--- config.mk ---
export PLATFORM = sky130hd
export DESIGN_NAME = divcfg_loader
export DESIGN_NICKNAME = d
export VERILOG_FILES = /design/src/rtl/divcfg_pkg.sv /design/src/rtl/divcfg_edge.sv /design/src/rtl/divcfg_shift.sv /design/src/rtl/divcfg_regs.sv /design/src/rtl/divcfg_test_mux.sv /design/src/rtl/divcfg_loader.sv
export SDC_FILE = /design/constraint.sdc
export NUM_CORES = 1
export LEC_CHECK = 0
export ABC_AREA = 1
export ABC_CLOCK_PERIOD_IN_PS = 2400
export BUFFER_PORTS_ARGS = -buffer_cell sky130_fd_sc_hd__buf_2
export CAP_MARGIN = 0
export CORE_MARGIN = 5
export CORE_UTILIZATION = 50
export CTS_CLUSTER_DIAMETER = 200
export DETAILED_ROUTE_END_ITERATION = 8
export PLACE_DENSITY = 0.85
export SETUP_SLACK_MARGIN = 0.05
export SLEW_MARGIN = 20
export SYNTH_ARGS = -nofsm -noshare
export SYNTH_HDL_FRONTEND = slang
export SYNTH_HIERARCHICAL = 1
export SYNTH_SLANG_ARGS = --single-unit
--- constraint.sdc ---
create_clock -name clk_i -period 2.4 [get_ports clk_i]
set_input_delay 0.24 -clock clk_i [delete_from_list [all_inputs] [get_ports clk_i]]
set_output_delay 0.24 -clock clk_i [all_outputs]
set_load 0.02 [all_outputs]
--- src/rtl/divcfg_pkg.sv ---
package divcfg_pkg;
  localparam int M_W     = 9;
  localparam int N_W     = 2;
  localparam int T_W     = 2;
  localparam int NULL_W  = 1;
  localparam int FRAME_W = T_W + NULL_W + N_W + M_W;

  // Field order is the serial arrival order, MSB first.
  typedef struct packed {
    logic [T_W-1:0]    t;
    logic [NULL_W-1:0] nul;
    logic [N_W-1:0]    n;
    logic [M_W-1:0]    m;
  } frame_t;

  typedef enum logic [T_W-1:0] {
    TSEL_LOW   = 2'b00,
    TSEL_SDATA = 2'b01,
    TSEL_FB    = 2'b10,
    TSEL_OUT   = 2'b11
  } tsel_e;
endpackage

--- src/rtl/divcfg_edge.sv ---
module divcfg_edge #(
  parameter int W = 1
) (
  input  logic         clk_i,
  input  logic         rst_ni,
  input  logic [W-1:0] sig_i,
  output logic [W-1:0] rise_o
);
  logic [W-1:0] prev_q;

  for (genvar i = 0; i < W; i++) begin : g_bit
    always_ff @(posedge clk_i or negedge rst_ni) begin
      if (!rst_ni) prev_q[i] <= 1'b0;
      else         prev_q[i] <= sig_i[i];
    end
    assign rise_o[i] = sig_i[i] & ~prev_q[i];
  end
endmodule

--- src/rtl/divcfg_shift.sv ---
module divcfg_shift #(
  parameter int W = 14
) (
  input  logic         clk_i,
  input  logic         rst_ni,
  input  logic         shift_i,
  input  logic         data_i,
  output logic [W-1:0] sr_o,
  output logic [W-1:0] sr_next_o
);
  logic [W-1:0] sr_q;

  always_comb begin
    sr_next_o = sr_q;
    if (shift_i) sr_next_o = {sr_q[W-2:0], data_i};
  end

  always_ff @(posedge clk_i or negedge rst_ni) begin
    if (!rst_ni) sr_q <= '0;
    else         sr_q <= sr_next_o;
  end

  assign sr_o = sr_q;
endmodule

--- src/rtl/divcfg_regs.sv ---
module divcfg_regs
  import divcfg_pkg::*;
(
  input  logic           clk_i,
  input  logic           rst_ni,
  input  logic [M_W-1:0] par_m_i,
  input  logic [N_W-1:0] par_n_i,
  input  logic           par_load_ni,
  input  logic           ser_load_i,
  input  frame_t         frame_i,
  output logic [M_W-1:0] m_o,
  output logic [N_W-1:0] n_o,
  output logic [T_W-1:0] t_o
);
  logic           init_q;
  logic [M_W-1:0] m_q;
  logic [N_W-1:0] n_q;
  logic [T_W-1:0] t_q;
  logic           unused_null;

  assign unused_null = |frame_i.nul;

  // Parallel strobe wins over the serial strobe; T only comes from a frame.
  always_ff @(posedge clk_i or negedge rst_ni) begin
    if (!rst_ni) begin
      init_q <= 1'b1;
      m_q    <= '0;
      n_q    <= '0;
      t_q    <= '0;
    end else if (init_q || !par_load_ni) begin
      init_q <= 1'b0;
      m_q    <= par_m_i;
      n_q    <= par_n_i;
    end else if (ser_load_i) begin
      m_q    <= frame_i.m;
      n_q    <= frame_i.n;
      t_q    <= frame_i.t;
    end
  end

  assign m_o = m_q;
  assign n_o = n_q;
  assign t_o = t_q;
endmodule

--- src/rtl/divcfg_test_mux.sv ---
module divcfg_test_mux
  import divcfg_pkg::*;
(
  input  logic [T_W-1:0] sel_i,
  input  logic           par_mode_i,
  input  logic           sdata_i,
  input  logic           fb_tap_i,
  input  logic           out_tap_i,
  output logic           test_o
);
  tsel_e sel;
  assign sel = tsel_e'(sel_i);

  always_comb begin
    test_o = 1'b0;
    if (!par_mode_i) begin
      unique case (sel)
        TSEL_LOW:   test_o = 1'b0;
        TSEL_SDATA: test_o = sdata_i;
        TSEL_FB:    test_o = fb_tap_i;
        TSEL_OUT:   test_o = out_tap_i;
        default:    test_o = 1'b0;
      endcase
    end
  end
endmodule

--- src/rtl/divcfg_loader.sv ---
module divcfg_loader
  import divcfg_pkg::*;
(
  input  logic           clk_i,
  input  logic           rst_ni,
  input  logic [M_W-1:0] par_m_i,
  input  logic [N_W-1:0] par_n_i,
  input  logic           par_load_ni,
  input  logic           ser_clk_i,
  input  logic           ser_data_i,
  input  logic           ser_load_i,
  input  logic           fb_tap_i,
  input  logic           out_tap_i,
  output logic [M_W-1:0] m_o,
  output logic [N_W-1:0] n_o,
  output logic [T_W-1:0] t_o,
  output logic           test_o
);
  logic               sclk_rise;
  logic               shift_en;
  logic [FRAME_W-1:0] sr_q;
  logic [FRAME_W-1:0] sr_next;
  frame_t             frame_next;
  logic               unused_sr;

  divcfg_edge #(.W(1)) u_edge (
    .clk_i  (clk_i),
    .rst_ni (rst_ni),
    .sig_i  (ser_clk_i),
    .rise_o (sclk_rise)
  );

  assign shift_en = sclk_rise & par_load_ni;

  divcfg_shift #(.W(FRAME_W)) u_shift (
    .clk_i     (clk_i),
    .rst_ni    (rst_ni),
    .shift_i   (shift_en),
    .data_i    (ser_data_i),
    .sr_o      (sr_q),
    .sr_next_o (sr_next)
  );

  assign unused_sr  = |sr_q;
  // Load path sees the post-shift value so a held strobe tracks each bit.
  assign frame_next = frame_t'(sr_next);

  divcfg_regs u_regs (
    .clk_i       (clk_i),
    .rst_ni      (rst_ni),
    .par_m_i     (par_m_i),
    .par_n_i     (par_n_i),
    .par_load_ni (par_load_ni),
    .ser_load_i  (ser_load_i),
    .frame_i     (frame_next),
    .m_o         (m_o),
    .n_o         (n_o),
    .t_o         (t_o)
  );

  divcfg_test_mux u_mux (
    .sel_i      (t_o),
    .par_mode_i (~par_load_ni),
    .sdata_i    (ser_data_i),
    .fb_tap_i   (fb_tap_i),
    .out_tap_i  (out_tap_i),
    .test_o     (test_o)
  );
endmodule

-- After elaboration in Yosys (flattened, before gate mapping)
Cells that the tools add are included.
- register bits: 29
- bits of input ports: 19
- output and inout bits: 14
- eq/ne operators: 3
- muxes and demuxes: 7
- bitwise gates (word level): 4
- reductions and logical operators: 5
- operator list (cell ; count):
    $mux 9 ; 2
    $mux 14 ; 1
    $eq 2x2->1 const B ; 2
    $mux 2 ; 2
    $pmux 1 s4 ; 1
    $and 1x1->1 ; 2
    $eq 2x1->1 const B ; 1
    $logic_not 2->1 ; 1
    $not 1->1 ; 2
    $reduce_and 2->1 ; 1
    $reduce_bool 2->1 ; 1
    $logic_not 1->1 ; 1
    $logic_or 1x1->1 ; 1
    $mux 1 ; 1

-- Depth between registers and ports, before layout
- depth in word-level cells: 6
- gate-level depth with buffers: 10
- gate-level depth less buffers: 9

-- By module
The synthesis kept the hierarchy.
- modules (own cells, without submodules) (module ; times used ; cells an instance ; area an instance (µm²) ; seq. area each (µm²)):
    divcfg_regs ; 1 ; 77 ; 688.2 ; 351.6
    divcfg_shift ; 1 ; 59 ; 530.5 ; 350.3
    divcfg_test_mux ; 1 ; 9 ; 40.0 ; 0.0
    divcfg_edge ; 1 ; 3 ; 35.0 ; 25.0
    divcfg_loader ; 1 ; 3 ; 11.3 ; 0.0

-- Worst setup path after synthesis
No wires, ideal clock.
- path kind: flip-flop to flip-flop
- start: register u_edge.prev_q
- end: register u_regs.m_q[1] (netlist: u_regs/m_o[1])
- setup time: 0.125 ns
- arrival time: 1.058 ns
- setup slack: 1.217 ns
- stages on the path, launching flop included: 10
- clock period less this slack: 1.183 ns
- path through: dfrtp_1 > nor2_2 > nand2_1 > inv_1 > inv_2 > buf_6 > nand2_1 > nand2_1 > nand4_1 > nand3_1
- RTL lines (what ; line ; text):
    start: declaration ; divcfg_edge.sv:9 ; logic [W-1:0] prev_q;
    start signal: indexed assignment ; divcfg_edge.sv:14 ; else prev_q[i] <= sig_i[i];
    end signal: assignment ; divcfg_regs.sv:32 ; m_q <= par_m_i;
    end signal: assignment ; divcfg_regs.sv:35 ; m_q <= frame_i.m;
    end: declaration ; divcfg_regs.sv:16 ; logic [M_W-1:0] m_q;

==> impl_metrics.env <==
export IMPL_ant_nets=0
export IMPL_port_buffers=32
export IMPL_antenna_found_initial=0
export IMPL_hpwl_um=1990
export IMPL_wire_per_inst_um=13.6
export IMPL_period_minus_slack_ps=1520
export IMPL_die_height_um=61.1
export IMPL_cts_setup_buffers=0
export IMPL_seq_area_frac_synth_pct=55.7
export IMPL_cts_clk_slew_worst_paths_ps=80
export IMPL_drt_pass1_iterations=4
export IMPL_cts_root_buf="clkbuf_4"
export IMPL_cts_hold_buf=1
export IMPL_n_antenna_cell=0
export IMPL_leakage_nw=0.837
export IMPL_drc_errors=0
export IMPL_arrival_ps=1720
export IMPL_hold_violations=0
export IMPL_grt_pass1_vias=1067
export IMPL_grt_max_degree=30
export IMPL_die_area_um2=3730
export IMPL_area_growth_pct=15.4
export IMPL_fin_tns_setup_ps=0
export IMPL_path_delay_family="simple AND/OR/NAND/NOR gates"
export IMPL_nNetsFinal=202
export IMPL_end_kind="flip-flop"
export IMPL_fmax_ghz=0.657
export IMPL_cts_repair_resized=0
export IMPL_grt_pass1_wl_um=4860
export IMPL_final_max_slew_viol_count=0
export IMPL_syn_nets=170
export IMPL_start_util_pct=52.7
export IMPL_grt_usage_pct=17.8
export IMPL_synth_edf_count=0
export IMPL_worstPathRequired_ps=2600
export IMPL_syn_area_per_cell_um2=8.64
export IMPL_synth_top_area_share_pct=53.7
export IMPL_via_per_inst=5.22
export IMPL_drive_gt1_share_pct=23.9
export IMPL_period_share_pct=63.4
export IMPL_die_x_um=61.1
export IMPL_cp_common_cell="nand2_1"
export IMPL_cts_inserted_buffers=5
export IMPL_ctsHtreeMaxLevel=2
export IMPL_rsz0062_at_grt="no"
export IMPL_min_path_type="in -> reg"
export IMPL_yosys_top_cells_area="dfrtp_1 54%, nand2_1 18%, nand4_1 11%"
export IMPL_cts_tree="built"
export IMPL_maxSlewHeadroom_pct=53.6
export IMPL_routabilityCongestion=0.773
export IMPL_slowest_delay_ps=380
export IMPL_syn_area_um2=1310
export IMPL_cap_violations=0
export IMPL_max_vdd_ir_drop_mv=0.558
export IMPL_netlist_top_cells_count="64 x nand2_1, 28 x dfrtp_1, 22 x nand4_1"
export IMPL_powerDensity_nw_per_um2=684
export IMPL_path_class="reg -> reg"
export IMPL_cp_slowest_cell="dfrtp_1"
export IMPL_ios=33
export IMPL_drt_total_wl_um=2910
export IMPL_n_fill_cell=223
export IMPL_vias=1117
export IMPL_clock_path_buffers=2
export IMPL_total_power_mw=1.03
export IMPL_worst_slew_pin_slew_ps=695
export IMPL_ys_ff_latch=29
export IMPL_crit_chain="nor2_2 -> nand2_1 -> inv_1 -> inv_2 -> nand2_1 -> nand2_1 -> nand4_1 -> nand3_1"
export IMPL_overflow=0
export IMPL_clock_sinks=29
export IMPL_setup_viol_count_final=0
export IMPL_postSynth_asyncResetShare_pct=100
export IMPL_rows=18
export IMPL_start_kind="flip-flop"
export IMPL_yosysTopAreaCell="dfrtp_1"
export IMPL_status="complete, no violations"
export IMPL_core_um2=2480
export IMPL_synth_ff_type="dfrtp_1"
export IMPL_synthCells=151
export IMPL_skew_ps=7.66
export IMPL_drt_initial_drc_count=100
export IMPL_critPathBufInv=2
export IMPL_synth_warnings=6
export IMPL_synthMostInstantiatedCell="nand2_1"
export IMPL_critPathMaxFanout=15
export IMPL_worstSkewPairLatency_ps=320
export IMPL_yosysUniqueCellTypes=14
## sequential cells by signal, summed over array words and instances, names as in the netlist
register       flops
u_edge/prev_q      1
u_regs/init_q      1
u_regs/m_o         9
u_regs/n_o         2
u_regs/t_o         2
u_shift/sr_o      14
## cell usage in the layout, fill, tap and decap left out
cell	netlist	layout
a21oi_2	1	1
buf_2	4	32
buf_4	1	1
clkbuf_1	0	2
clkbuf_4	0	5
clkbuf_8	0	1
conb_1	1	1
dfrtp_1	28	28
dfstp_2	1	1
dlygate4sd3_1	0	1
inv_1	9	9
inv_2	1	1
nand2_1	64	64
nand2_2	1	1
nand3_1	13	13
nand4_1	22	22
nor2_2	1	1
## per-stage QoR
stage          hold WS (ps)  setup slack, ps  utilization, %  cell area, um^2  cells
3_3_place_gp            284              939            58.0             1440    205
2_1_floorplan         -55.6             1220               -             1310    151
5_1_grt                31.3              688            60.8             1510    214
3_5_place_dp            296              891            58.0             1440    205
6_report               39.9              878            60.8             1510    214
4_1_cts                30.4              878            60.8             1510    214
## worst paths after layout
| kind | slack (ps) | to | from | depth (start not counted) |
|---|---|---|---|---|
| setup / recovery | 880 | u_regs/m_o[6] | u_edge/prev_q | 8 |
| hold / removal | 40 | u_edge/prev_q | ser_clk_i | 1 |
| setup reg to reg | 880 | u_regs/m_o[6] | u_edge/prev_q | 8 |
| hold reg to reg | 490 | u_shift/sr_o[13] | u_shift/sr_o[13] | 2 |
| max in group asynchronous | 1510 | u_regs/n_o[1] | rst_ni | 2 |
| min in group asynchronous | 470 | u_shift/sr_o[4] | rst_ni | 2 |
## where the power goes
| part | switching (mW) | total [mW] | internal (mW) |
|---|---|---|---|
| combinational | 0.107 | 0.157 | 0.0509 |
| sequential | 0.0300 | 0.571 | 0.541 |
| clock | 0.158 | 0.302 | 0.144 |
## kinds of logic after synthesis
| family | Yosys count | synth area share [%] |
|---|---|---|
| buffers and inverters | 19 | 8.44 |
| and+or+nand+nor | 101 | 34.9 |
| other | 1 | 0.287 |
| DFF | 29 | 55.7 |
| AOI/OAI and AO/OA | 1 | 0.671 |
## worst reg2reg max path: cells and delay by family (launching register included)
kind | cells | cell delay (ps)
simple gates | 6 | 530
buf+inv | 2 | 500
flops | 1 | 380
## layer usage
layer	wire length (um)	track usage, %
met1	1220	23.8
met2	1410	27.8
met3	265	5.66
met4	12	5.57
met5	0	0
## area by class of cell
| class | count | area (um^2) | share of cell area (%) |
|---|---|---|---|
| multi-input combinational | 103 | 468 | 31.1 |
| sequential | 29 | 727 | 48.3 |
| tap | 30 | 37.5 | 2.49 |
| timing repair buffer | 34 | 178 | 11.8 |
| clock buffer | 8 | 58.8 | 3.90 |
| inverter | 10 | 37.5 | 2.49 |
No activity file was read; power rests on OpenSTA's default activity.
